<file path="src/rtl/i2cSeqPkg.sv">
package i2cSeqPkg;
  localparam int BIT_EN  = 15;
  localparam int BIT_MST = 10;
  localparam int BIT_TRX = 9;
  localparam int BIT_XA  = 8;
  localparam int BIT_RM  = 2;
  localparam int BIT_STP = 1;
  localparam int BIT_STT = 0;
  localparam logic [15:0] CTRL_KEEP = 16'hCF87;

  typedef enum logic [1:0] {
    OP_START = 2'd0,
    OP_SEND  = 2'd1,
    OP_RECV  = 2'd2,
    OP_STOP  = 2'd3
  } opKind_e;

  // strobes from the sequencer control to the staging buffer
  typedef struct packed {
    logic flush;
    logic shiftOut;
    logic appendRx;
  } bufStrobe_t;
endpackage

</file>
<file path="src/rtl/i2cSeqBuf.sv">
module i2cSeqBuf import i2cSeqPkg::*; #(
  parameter int DEPTH  = 4,
  parameter int FILL_W = $clog2(DEPTH + 1)
) (
  input  logic              clk,
  input  logic              rstN,
  input  bufStrobe_t        strobe,
  input  logic              hostPush,
  input  logic [7:0]        hostByte,
  input  logic              hostPop,
  input  logic [7:0]        rxIn,
  output logic [FILL_W-1:0] fill,
  output logic [7:0]        head
);
  logic [7:0]        mem    [DEPTH];
  logic [7:0]        nxtMem [DEPTH];
  logic [FILL_W-1:0] nxtFill;
  logic              doShift, doApp;
  logic [7:0]        appByte;

  always_comb begin
    doShift = strobe.shiftOut || (hostPop && fill != '0);
    doApp   = strobe.appendRx || hostPush;
    appByte = strobe.appendRx ? rxIn : hostByte;
    nxtMem  = mem;
    nxtFill = fill;
    if (doShift) begin
      for (int i = 0; i < DEPTH - 1; i++) nxtMem[i] = mem[i+1];
      nxtMem[DEPTH-1] = '0;
      nxtFill = fill - FILL_W'(1);
    end
    if (doApp && nxtFill < FILL_W'(DEPTH)) begin
      for (int i = 0; i < DEPTH; i++)
        if (FILL_W'(i) == nxtFill) nxtMem[i] = appByte;
      nxtFill = nxtFill + FILL_W'(1);
    end
    if (strobe.flush) begin
      for (int i = 0; i < DEPTH; i++) nxtMem[i] = '0;
      nxtFill = '0;
    end
  end

  always_ff @(posedge clk or negedge rstN) begin
    if (!rstN) begin
      for (int i = 0; i < DEPTH; i++) mem[i] <= '0;
      fill <= '0;
    end else begin
      mem  <= nxtMem;
      fill <= nxtFill;
    end
  end

  assign head = mem[0];
endmodule

</file>
<file path="src/rtl/i2cSeqCtrl.sv">
module i2cSeqCtrl import i2cSeqPkg::*; #(
  parameter int CNT_W  = 16,
  parameter int DEPTH  = 4,
  parameter int FILL_W = $clog2(DEPTH + 1),
  parameter bit LEGACY_RESET = 1'b1
) (
  input  logic              clk,
  input  logic              rstN,
  input  logic              ctrlWrEn,
  input  logic [15:0]       ctrlWrData,
  input  logic              cntWrEn,
  input  logic [CNT_W-1:0]  cntWrData,
  input  logic [1:0]        flagClr,
  input  logic              busBusy,
  input  logic [FILL_W-1:0] fill,
  input  logic              opDone,
  input  logic              opAck,
  output logic [15:0]       ctrlQ,
  output logic [CNT_W-1:0]  workCount,
  output logic              txReady,
  output logic              rxReady,
  output logic              accessReady,
  output logic              nackFlag,
  output logic              opValid,
  output logic [1:0]        opKind,
  output logic              opRead,
  output bufStrobe_t        strobe
);
  typedef enum logic [2:0] {S_IDLE, S_START, S_RUN, S_SEND, S_RECV, S_STOP} seqState_e;

  seqState_e        state, stateN;
  logic [15:0]      ctrlN;
  logic [CNT_W-1:0] countQ, workQ, workN;
  logic             nackQ, nackN, ardyQ, ardyN, txRdyQ, txRdyN;
  logic             softReset, bufEmpty, bufFull;

  assign softReset = LEGACY_RESET && ctrlWrEn && !ctrlWrData[BIT_EN];
  assign bufEmpty  = (fill == '0);
  assign bufFull   = (fill >= FILL_W'(DEPTH));

  always_comb begin
    ctrlN  = ctrlWrEn ? (ctrlWrData & CTRL_KEEP) : ctrlQ;
    stateN = state;
    workN  = workQ;
    nackN  = nackQ & ~flagClr[0];
    ardyN  = ardyQ & ~flagClr[1];
    txRdyN = txRdyQ;
    strobe = '0;
    case (state)
      S_IDLE:
        if (ctrlQ[BIT_STT] && ctrlQ[BIT_EN] && ctrlQ[BIT_MST] && !ctrlQ[BIT_XA]) begin
          ctrlN[BIT_STT] = 1'b0;
          strobe.flush   = 1'b1;
          txRdyN         = 1'b0;
          stateN         = S_START;
        end
      S_START:
        if (opDone) begin
          if (!opAck) begin
            nackN          = 1'b1;
            ctrlN[BIT_STP] = 1'b0;
            stateN         = S_IDLE;
          end else begin
            workN  = countQ;
            stateN = S_RUN;
          end
        end
      S_RUN:
        if (busBusy) begin
          if (ctrlQ[BIT_RM]) begin
            if (ctrlQ[BIT_STP]) stateN = S_STOP;
            else if (ctrlQ[BIT_TRX]) begin
              txRdyN = bufEmpty;
              if (!bufEmpty) stateN = S_SEND;
            end else if (!bufFull) stateN = S_RECV;
          end else if (workQ == '0) begin
            txRdyN = 1'b0;
            if (ctrlQ[BIT_STP]) stateN = S_STOP;
            else begin
              ardyN          = 1'b1;
              ctrlN[BIT_MST] = 1'b0;
              stateN         = S_IDLE;
            end
          end else if (ctrlQ[BIT_TRX]) begin
            txRdyN = 1'b1;
            if (!bufEmpty) stateN = S_SEND;
          end else if (!bufFull) stateN = S_RECV;
        end
      S_SEND:
        if (opDone) begin
          strobe.shiftOut = 1'b1;
          if (opAck) begin
            if (!ctrlQ[BIT_RM]) workN = workQ - CNT_W'(1);
            stateN = S_RUN;
          end else begin
            nackN          = 1'b1;
            txRdyN         = 1'b0;
            ctrlN[BIT_STP] = 1'b0;
            stateN         = S_IDLE;
          end
        end
      S_RECV:
        if (opDone) begin
          strobe.appendRx = 1'b1;
          if (!ctrlQ[BIT_RM]) workN = workQ - CNT_W'(1);
          stateN = S_RUN;
        end
      S_STOP:
        if (opDone) begin
          ctrlN[BIT_STP] = 1'b0;
          workN          = countQ;
          txRdyN         = 1'b0;
          strobe.flush   = ctrlQ[BIT_TRX];
          stateN         = S_IDLE;
        end
      default: stateN = S_IDLE;
    endcase
    if (softReset) strobe.flush = 1'b1;
  end

  always_ff @(posedge clk or negedge rstN) begin
    if (!rstN) begin
      state  <= S_IDLE;
      ctrlQ  <= '0;
      countQ <= '0;
      workQ  <= '0;
      nackQ  <= 1'b0;
      ardyQ  <= 1'b0;
      txRdyQ <= 1'b0;
    end else if (softReset) begin
      state  <= S_IDLE;
      ctrlQ  <= '0;
      countQ <= '0;
      workQ  <= '0;
      nackQ  <= 1'b0;
      ardyQ  <= 1'b0;
      txRdyQ <= 1'b0;
    end else begin
      state  <= stateN;
      ctrlQ  <= ctrlN;
      countQ <= cntWrEn ? cntWrData : countQ;
      workQ  <= workN;
      nackQ  <= nackN;
      ardyQ  <= ardyN;
      txRdyQ <= txRdyN;
    end
  end

  always_comb begin
    opValid = 1'b1;
    opKind  = OP_START;
    case (state)
      S_START: opKind = OP_START;
      S_SEND:  opKind = OP_SEND;
      S_RECV:  opKind = OP_RECV;
      S_STOP:  opKind = OP_STOP;
      default: opValid = 1'b0;
    endcase
  end

  assign opRead      = ~ctrlQ[BIT_TRX];
  assign workCount   = workQ;
  assign txReady     = txRdyQ;
  assign accessReady = ardyQ;
  assign nackFlag    = nackQ;
  assign rxReady     = !ctrlQ[BIT_TRX] && (ctrlQ[BIT_RM] ? bufFull : !bufEmpty);
endmodule

</file>
<file path="src/rtl/i2cXferSeq.sv">
module i2cXferSeq import i2cSeqPkg::*; #(
  parameter int CNT_W  = 16,
  parameter int ADDR_W = 7,
  parameter int DEPTH  = 4,
  parameter bit LEGACY_RESET = 1'b1,
  localparam int FILL_W = $clog2(DEPTH + 1)
) (
  input  logic              clk,
  input  logic              rstN,
  input  logic              ctrlWrEn,
  input  logic [15:0]       ctrlWrData,
  output logic [15:0]       ctrlQ,
  input  logic              cntWrEn,
  input  logic [CNT_W-1:0]  cntWrData,
  output logic [CNT_W-1:0]  workCount,
  input  logic [ADDR_W-1:0] slaveAddr,
  input  logic              txPush,
  input  logic [7:0]        txByte,
  input  logic              rxPop,
  output logic [7:0]        rxHead,
  output logic [FILL_W-1:0] bufFill,
  input  logic [1:0]        flagClr,
  output logic              txReady,
  output logic              rxReady,
  output logic              accessReady,
  output logic              nackFlag,
  input  logic              busBusy,
  output logic              opValid,
  output logic [1:0]        opKind,
  output logic [ADDR_W-1:0] opAddr,
  output logic              opRead,
  output logic [7:0]        opTxByte,
  input  logic              opDone,
  input  logic              opAck,
  input  logic [7:0]        opRxByte
);
  bufStrobe_t bufStb;

  i2cSeqCtrl #(.CNT_W(CNT_W), .DEPTH(DEPTH), .FILL_W(FILL_W), .LEGACY_RESET(LEGACY_RESET)) u_ctrl (
    .clk(clk), .rstN(rstN), .ctrlWrEn(ctrlWrEn), .ctrlWrData(ctrlWrData),
    .cntWrEn(cntWrEn), .cntWrData(cntWrData), .flagClr(flagClr), .busBusy(busBusy),
    .fill(bufFill), .opDone(opDone), .opAck(opAck), .ctrlQ(ctrlQ), .workCount(workCount),
    .txReady(txReady), .rxReady(rxReady), .accessReady(accessReady), .nackFlag(nackFlag),
    .opValid(opValid), .opKind(opKind), .opRead(opRead), .strobe(bufStb)
  );

  i2cSeqBuf #(.DEPTH(DEPTH), .FILL_W(FILL_W)) u_buf (
    .clk(clk), .rstN(rstN), .strobe(bufStb), .hostPush(txPush), .hostByte(txByte),
    .hostPop(rxPop), .rxIn(opRxByte), .fill(bufFill), .head(rxHead)
  );

  assign opAddr   = slaveAddr;
  assign opTxByte = rxHead;
endmodule

</file>
<file path="config.mk">
export PLATFORM = sky130hd
export DESIGN_NAME = i2cXferSeq
export DESIGN_NICKNAME = d
export VERILOG_FILES = /design/src/rtl/i2cSeqPkg.sv /design/src/rtl/i2cSeqBuf.sv /design/src/rtl/i2cSeqCtrl.sv /design/src/rtl/i2cXferSeq.sv
export SDC_FILE = /design/constraint.sdc
export NUM_CORES = 1
export LEC_CHECK = 0
export BUFFER_PORTS_ARGS = -buffer_cell sky130_fd_sc_hd__buf_2
export CORE_ASPECT_RATIO = 1.2
export CORE_MARGIN = 2
export CORE_UTILIZATION = 55
export DETAILED_ROUTE_END_ITERATION = 7
export GPL_TIMING_DRIVEN = 0
export PLACE_DENSITY = 0.9
export SYNTH_ARGS = -nofsm -noshare
export SYNTH_HDL_FRONTEND = slang
export SYNTH_SLANG_ARGS = --single-unit
</file>
<file path="constraint.sdc">
create_clock -name clk -period 5.5 [get_ports clk]
set_input_delay 0.275 -clock clk [delete_from_list [all_inputs] [get_ports clk]]
set_output_delay 0.275 -clock clk [all_outputs]
set_load 0.02 [all_outputs]
</file>
### Word level (Yosys, flattened, before mapping)

Cells that the tools add are included.

* flip-flop bits (word level): 89
* output and inout port bits: 66
* logic and storage cells: 153

* add/subtract/negate cells: 3
* order comparisons: 2
* equality and inequality tests: 21
* muxes and demuxes: 82
* bitwise operators: 5
* reductions and logical operators: 27

Operator list (number)
* 16-bit 2-to-1 mux: 12
* 32-bit 2-to-1 mux: 3
* 16-bit case mux with 4 select lines: 1
* 3-bit 2-to-1 mux: 16
* 8-bit 2-to-1 mux: 5
* 1-bit 2-to-1 mux: 39
* 3-bit by 2-bit != test with 1-bit output, second input constant: 8
* 16-bit logical NOT: 1
* 16-bit by 1-bit subtractor with 16-bit output, second input constant: 1
* 3-bit case mux with 5 select lines: 1
* 5-bit nonzero test: 2
* 3-bit logical NOT: 3
* 9-bit AND reduction: 1
* 1-bit logical AND: 7
* 7-bit AND reduction: 1
* 2-bit by 3-bit equality test with 1-bit output, first input constant: 2
* 3-bit by 2-bit equality test with 1-bit output, second input constant: 2
* 3-bit equality test, second input constant: 2
* 3-bit by 1-bit != test with 1-bit output, second input constant: 2
* 2-bit case mux with 3 select lines: 1
* 5-bit AND reduction: 1
* 1-bit logical NOT: 4
* 4-bit by 1-bit != test with 1-bit output, second input constant: 1
* 4-bit by 3-bit != test with 1-bit output, second input constant: 1
* other kinds (17): 23

### Longest topological paths before layout

* depth in word-level cells: 8
* mapped depth: 15

### By module

From an unflattened synthesis, not the netlist that was laid out.

* cells, all modules: 539
* area, all modules: 5019.8 µm²

By module, submodules not included
* i2cSeqCtrl: times used 1, cells each 324, area an instance 2841.5 µm², seq. area each 1201.2 µm²
* i2cSeqBuf: times used 1, cells each 200, area an instance 2065.7 µm², seq. area each 875.8 µm²
* i2cXferSeq: times used 1, cells each 15, area an instance 112.6 µm², seq. area each 0.0 µm²

### Worst setup path after synthesis

Ideal clock, no wire load.

* path kind: flip-flop to flip-flop
* start point: register u_buf.fill[0]
* end point: register u_buf.mem[6] (netlist bit)
* library setup time: 95 ps
* data arrival time: 2689 ps
* required time: 5405 ps
* setup slack: 2715 ps
* cell stages (with the launch flop): 16
* period minus slack after synthesis: 2785 ps
* cell sequence: dfrtp_1 -> inv_1 -> ha_1 -> ha_1 -> nand2b_1 -> nand2_1 -> buf_2 -> o21ai_0 -> inv_1 -> ha_1 -> ha_1 -> o21ai_0 -> a21o_1 -> buf_2 -> nand4_1 -> o31ai_1

RTL lines
* start: declaration: line i2cSeqBuf.sv:12 `output logic [FILL_W-1:0] fill,`
* start signal: assignment: line i2cSeqBuf.sv:49 `fill <= nxtFill;`
* end signal: assignment: line i2cSeqBuf.sv:48 `mem <= nxtMem;`
* end: declaration: line i2cSeqBuf.sv:15 `logic [7:0] mem [DEPTH];`

==> impl_summary.log <==
INFO  metric run_status = completed
INFO  metric ant_nets = 0
INFO  metric drt_iter0_markers = approximately 320
INFO  metric die_area = 0.009799 sq mm
INFO  metric floorplan.die.height = approximately 110 um
INFO  metric fin_worst_skew = around 0.012 ns
INFO  metric first_global_vias = between 4000 and 5000
INFO  metric synth_largest_area_cell = sky130_fd_sc_hd__dfrtp_1
INFO  metric vdd_ir_drop_max = between 0.0002 and 0.0003 V
INFO  metric synth_warnings = 0
INFO  metric routed_via_density = 5.931
INFO  metric fillcell_total = around 700
INFO  metric row_count = 37
INFO  metric worstSetupPathType = flop to flop
INFO  metric layout-area-overhead-vs-synth = 20.13%
INFO  metric count_of_cells_resized_by_post_cts_repair = 0
INFO  metric cts.root.buffer_cell = sky130_fd_sc_hd__clkbuf_8
INFO  metric synth.top_cells.by_area = sky130_fd_sc_hd__dfrtp_1 (42%), sky130_fd_sc_hd__mux2_2 (5.9%), sky130_fd_sc_hd__nor2_1 (5.1%), sky130_fd_sc_hd__mux2i_1 (5.0%), sky130_fd_sc_hd__buf_4 (4.7%)
INFO  metric port-buffer-count = between 100 and 150
INFO  metric layout_min_cycle_time = between 3 and 4 ns
INFO  metric synth-seq-cells = 83
INFO  metric dp.cells = around 760
INFO  metric top_layer = met4
INFO  metric wl = between 10000 and 15000 um
INFO  metric most_instantiated_cells_after_synthesis = sky130_fd_sc_hd__dfrtp_1 (83), sky130_fd_sc_hd__nor2_1 (67), sky130_fd_sc_hd__buf_4 (31)
INFO  metric worst_ep_required_time = roughly 5.8 ns
INFO  metric num_antenna_cells = 0
INFO  metric r2r.worst_path.cells = 15
INFO  metric post_layout_nonfiller_instances = 772
INFO  metric wl_met2 = around 6500 um
INFO  metric start_util = 57.31%
INFO  metric cts-htree-levels = 3
INFO  metric critical_path_arrival = 3.54 ns
INFO  metric cts_made_buffers = 9
INFO  metric final-setup-viol-count = 0
INFO  metric synth_top_area_share = between 40% and 50%
INFO  metric synth_area = about 0.0050 sq mm
INFO  metric grt_start_max_net_pins = 64
INFO  metric r2r_end = u_buf.mem[7]$_DFF_PN0_
INFO  metric core_area = 0.008657 sq mm
INFO  metric synth_area_per_cell = 9.522 sq um
INFO  metric firstDrtPassIters = 5
INFO  metric clock_tree.buffer_depth = 2
INFO  metric hpwlAfterDp = 9664 um
INFO  metric worst_hold_check_path_type = input pin to flop
INFO  metric synth_seq_area_share = a little over two fifths
INFO  metric grt_pass1_wl = 21320 um
INFO  metric wl_met1 = 5289 um
INFO  metric max_transition_viols_final = 0
INFO  metric synth_most_common_cell = sky130_fd_sc_hd__dfrtp_1
INFO  metric fin_crit_sh = roughly 59%
INFO  metric finalHoldViolCount = 0
INFO  metric path_max_fanout = 10
INFO  metric dr_total_vias = roughly 4600
INFO  metric setup-tns-final = 0 ns
INFO  metric leakage = 2.886 nW
INFO  metric dominantRegCellSynth = sky130_fd_sc_hd__dfrtp_1
INFO  metric max_freq = a little over 300 MHz
INFO  metric yosysUniqueCellTypes = 64
INFO  metric multi_input_gate_area = around 0.0024 sq mm
INFO  metric worst_r2r_startpoint = u_buf.fill[0]$_DFF_PN0_
INFO  metric critical_path.endpoint = u_buf.mem[7]$_DFF_PN0_
INFO  metric regToRegSetupSlack = ~2.2 ns
INFO  metric drcViolationCount = 0
INFO  metric wl_met3 = 950 um
INFO  metric grt_util_all_layers = between 20% and 30%
INFO  metric synth_enable_flop_cells = 0
INFO  metric ys_async_sr_fraction = 100.0%
INFO  metric regArea = 0.002077 sq mm
INFO  metric finalPower = roughly 0.0028 W
INFO  metric cts.clk_slew.worst_paths = roughly 0.090 ns
INFO  metric worstSetupEndpointType = flop
INFO  metric cts_hold_buffers = 1
INFO  metric gp_congestion = around 0.9
INFO  metric crit_path_start_kind = flop
INFO  metric globalRoute.totalOverflow = 0
INFO  metric setup_repair_after_global_routing_missed_its_margin = no
INFO  metric synthesis.instances = 521
INFO  metric numClockSinks = 83
INFO  metric tritoncts = built
INFO  metric max_slew.worst_pin.slew = about 0.82 ns
INFO  metric dieWidth = 90.70 um
INFO  metric max_slew_margin = a little under half
INFO  metric cp-startpoint = u_buf.fill[0]$_DFF_PN0_
INFO  metric postCtsSetupRepairBufs = 0
INFO  metric post_drt_wl_per_cell = between 15 and 20 um
INFO  metric maxCapViolations = 0
INFO  metric initial_antenna_violation_count = 0
INFO  metric clkLatencyLatePin = between 0.3 and 0.4 ns
INFO  metric power_per_cell_area = roughly 480 mW/mm^2
INFO  metric num_io_pins = 132
INFO  metric drive_gt1_share = ~34%
INFO  metric num-nets-final = 723
## layout make-up
class / count / share of cell area, %
Buffer: 61 / 6.362
Clock buffer: 13 / 2.834
Clock inverter: 3 / 1.155
Inverter: 21 / 1.323
Multi-Input combinational cell: 361 / 41.02
Sequential cell: 83 / 34.85
Tap cell: 117 / 2.456
Timing Repair Buffer: 113 / 9.994
## flip-flops by register name, indices dropped and copies added, names as in the netlist
signal and flops:
u_buf.mem 24, u_ctrl.workCount 16, u_ctrl.txReady 1, u_ctrl.ctrlQ 10, u_buf.head 8, u_ctrl.nackFlag 1, u_buf.fill 3, u_ctrl.state 3
u_ctrl.countQ 16, u_ctrl.accessReady 1
## placed cells by master, fill, tap and decap left out, drive strengths merged, types with 11 or more instances in the layout
master | synthesis | routed
mux2i | 25 | 25
nand2 | 24 | 24
dfrtp | 83 | 83
o31ai | 11 | 11
o21ai | 24 | 24
nand3 | 11 | 11
inv | 21 | 21
buf | 51 | 163
nor2 | 69 | 69
a21oi | 25 | 25
a211oi | 31 | 31
mux2 | 26 | 26
clkbuf | 10 | 23
o211ai | 12 | 12
## cells by family after synthesis
group	after synthesis	synth area share, %
and+or+nand+nor	161	16.60
AOI/OAI and AO/OA	134	19.17
DFF	83	41.87
buffers and inverters	82	9.231
muxes	51	10.95
adders and majority gates	7	1.765
xor gates and xnor gates	2	0.3532
other	1	0.07559
## how the worst min path moves through the flow
stage | from | cells past startpoint | slack (ns) | to
global route | ctrlWrData[11] | 3 | 0.12 | u_ctrl.ctrlQ[11]$_DFFE_PN0P_
finish | ctrlWrData[8] | 3 | 0.12 | u_ctrl.ctrlQ[8]$_DFFE_PN0P_
floorplan | rstN | 0 | -0.02 | u_buf.fill[0]$_DFF_PN0_
detailed placement | rstN | 1 | 0.18 | u_ctrl.workCount[1]$_DFFE_PN0P_
CTS | ctrlWrData[11] | 3 | 0.11 | u_ctrl.ctrlQ[11]$_DFFE_PN0P_
global placement | ctrlWrData[11] | 3 | 0.48 | u_ctrl.ctrlQ[11]$_DFFE_PN0P_
## routing by layer
layer / track usage, % / up-vias
met5: 0 / -
met4: 11.43 / 0
met3: 5.157 / 28
met2: 45.42 / 246
met1: 34.60 / 2187
li1: - / 2118
## worst max-delay path, cell delays in order, from the launching register on
cell	delay, ns
sky130_fd_sc_hd__dfrtp_1	0.43
sky130_fd_sc_hd__inv_1	0.07
sky130_fd_sc_hd__ha_1	0.15
sky130_fd_sc_hd__ha_1	0.24
sky130_fd_sc_hd__nand2b_1	0.18
sky130_fd_sc_hd__nand2_1	0.19
sky130_fd_sc_hd__buf_2	0.26
sky130_fd_sc_hd__o21ai_0	0.32
sky130_fd_sc_hd__inv_1	0.13
sky130_fd_sc_hd__ha_1	0.22
sky130_fd_sc_hd__ha_1	0.17
sky130_fd_sc_hd__o21ai_0	0.07
sky130_fd_sc_hd__a21o_1	0.23
sky130_fd_sc_hd__buf_2	0.26
sky130_fd_sc_hd__nand4_1	0.15
sky130_fd_sc_hd__o31ai_1	0.11
## where the power goes
| group | switching [W] | internal, W | total (W) |
|---|---|---|---|
| Sequential | 0.000149 | 0.000765 | 0.000914 |
| Combinational | 0.000821 | 0.000582 | 0.00140 |
| Clock | 0.000225 | 0.000294 | 0.000519 |
## through the flow
stage	cell area, sq um	utilization [%]	worst slack (ns)	hold WS [ns]
after global routing	5959	68.84	2.014	0.1247
after detailed placement	5712	65.98	2.292	0.1838
final	5959	68.84	2.234	0.1229
after CTS	5959	68.84	2.271	0.1146
after global placement	5682	65.63	2.502	0.4818
after floorplan	4980	-	2.715	-0.02059
Power figures use the tool's default switching activity.
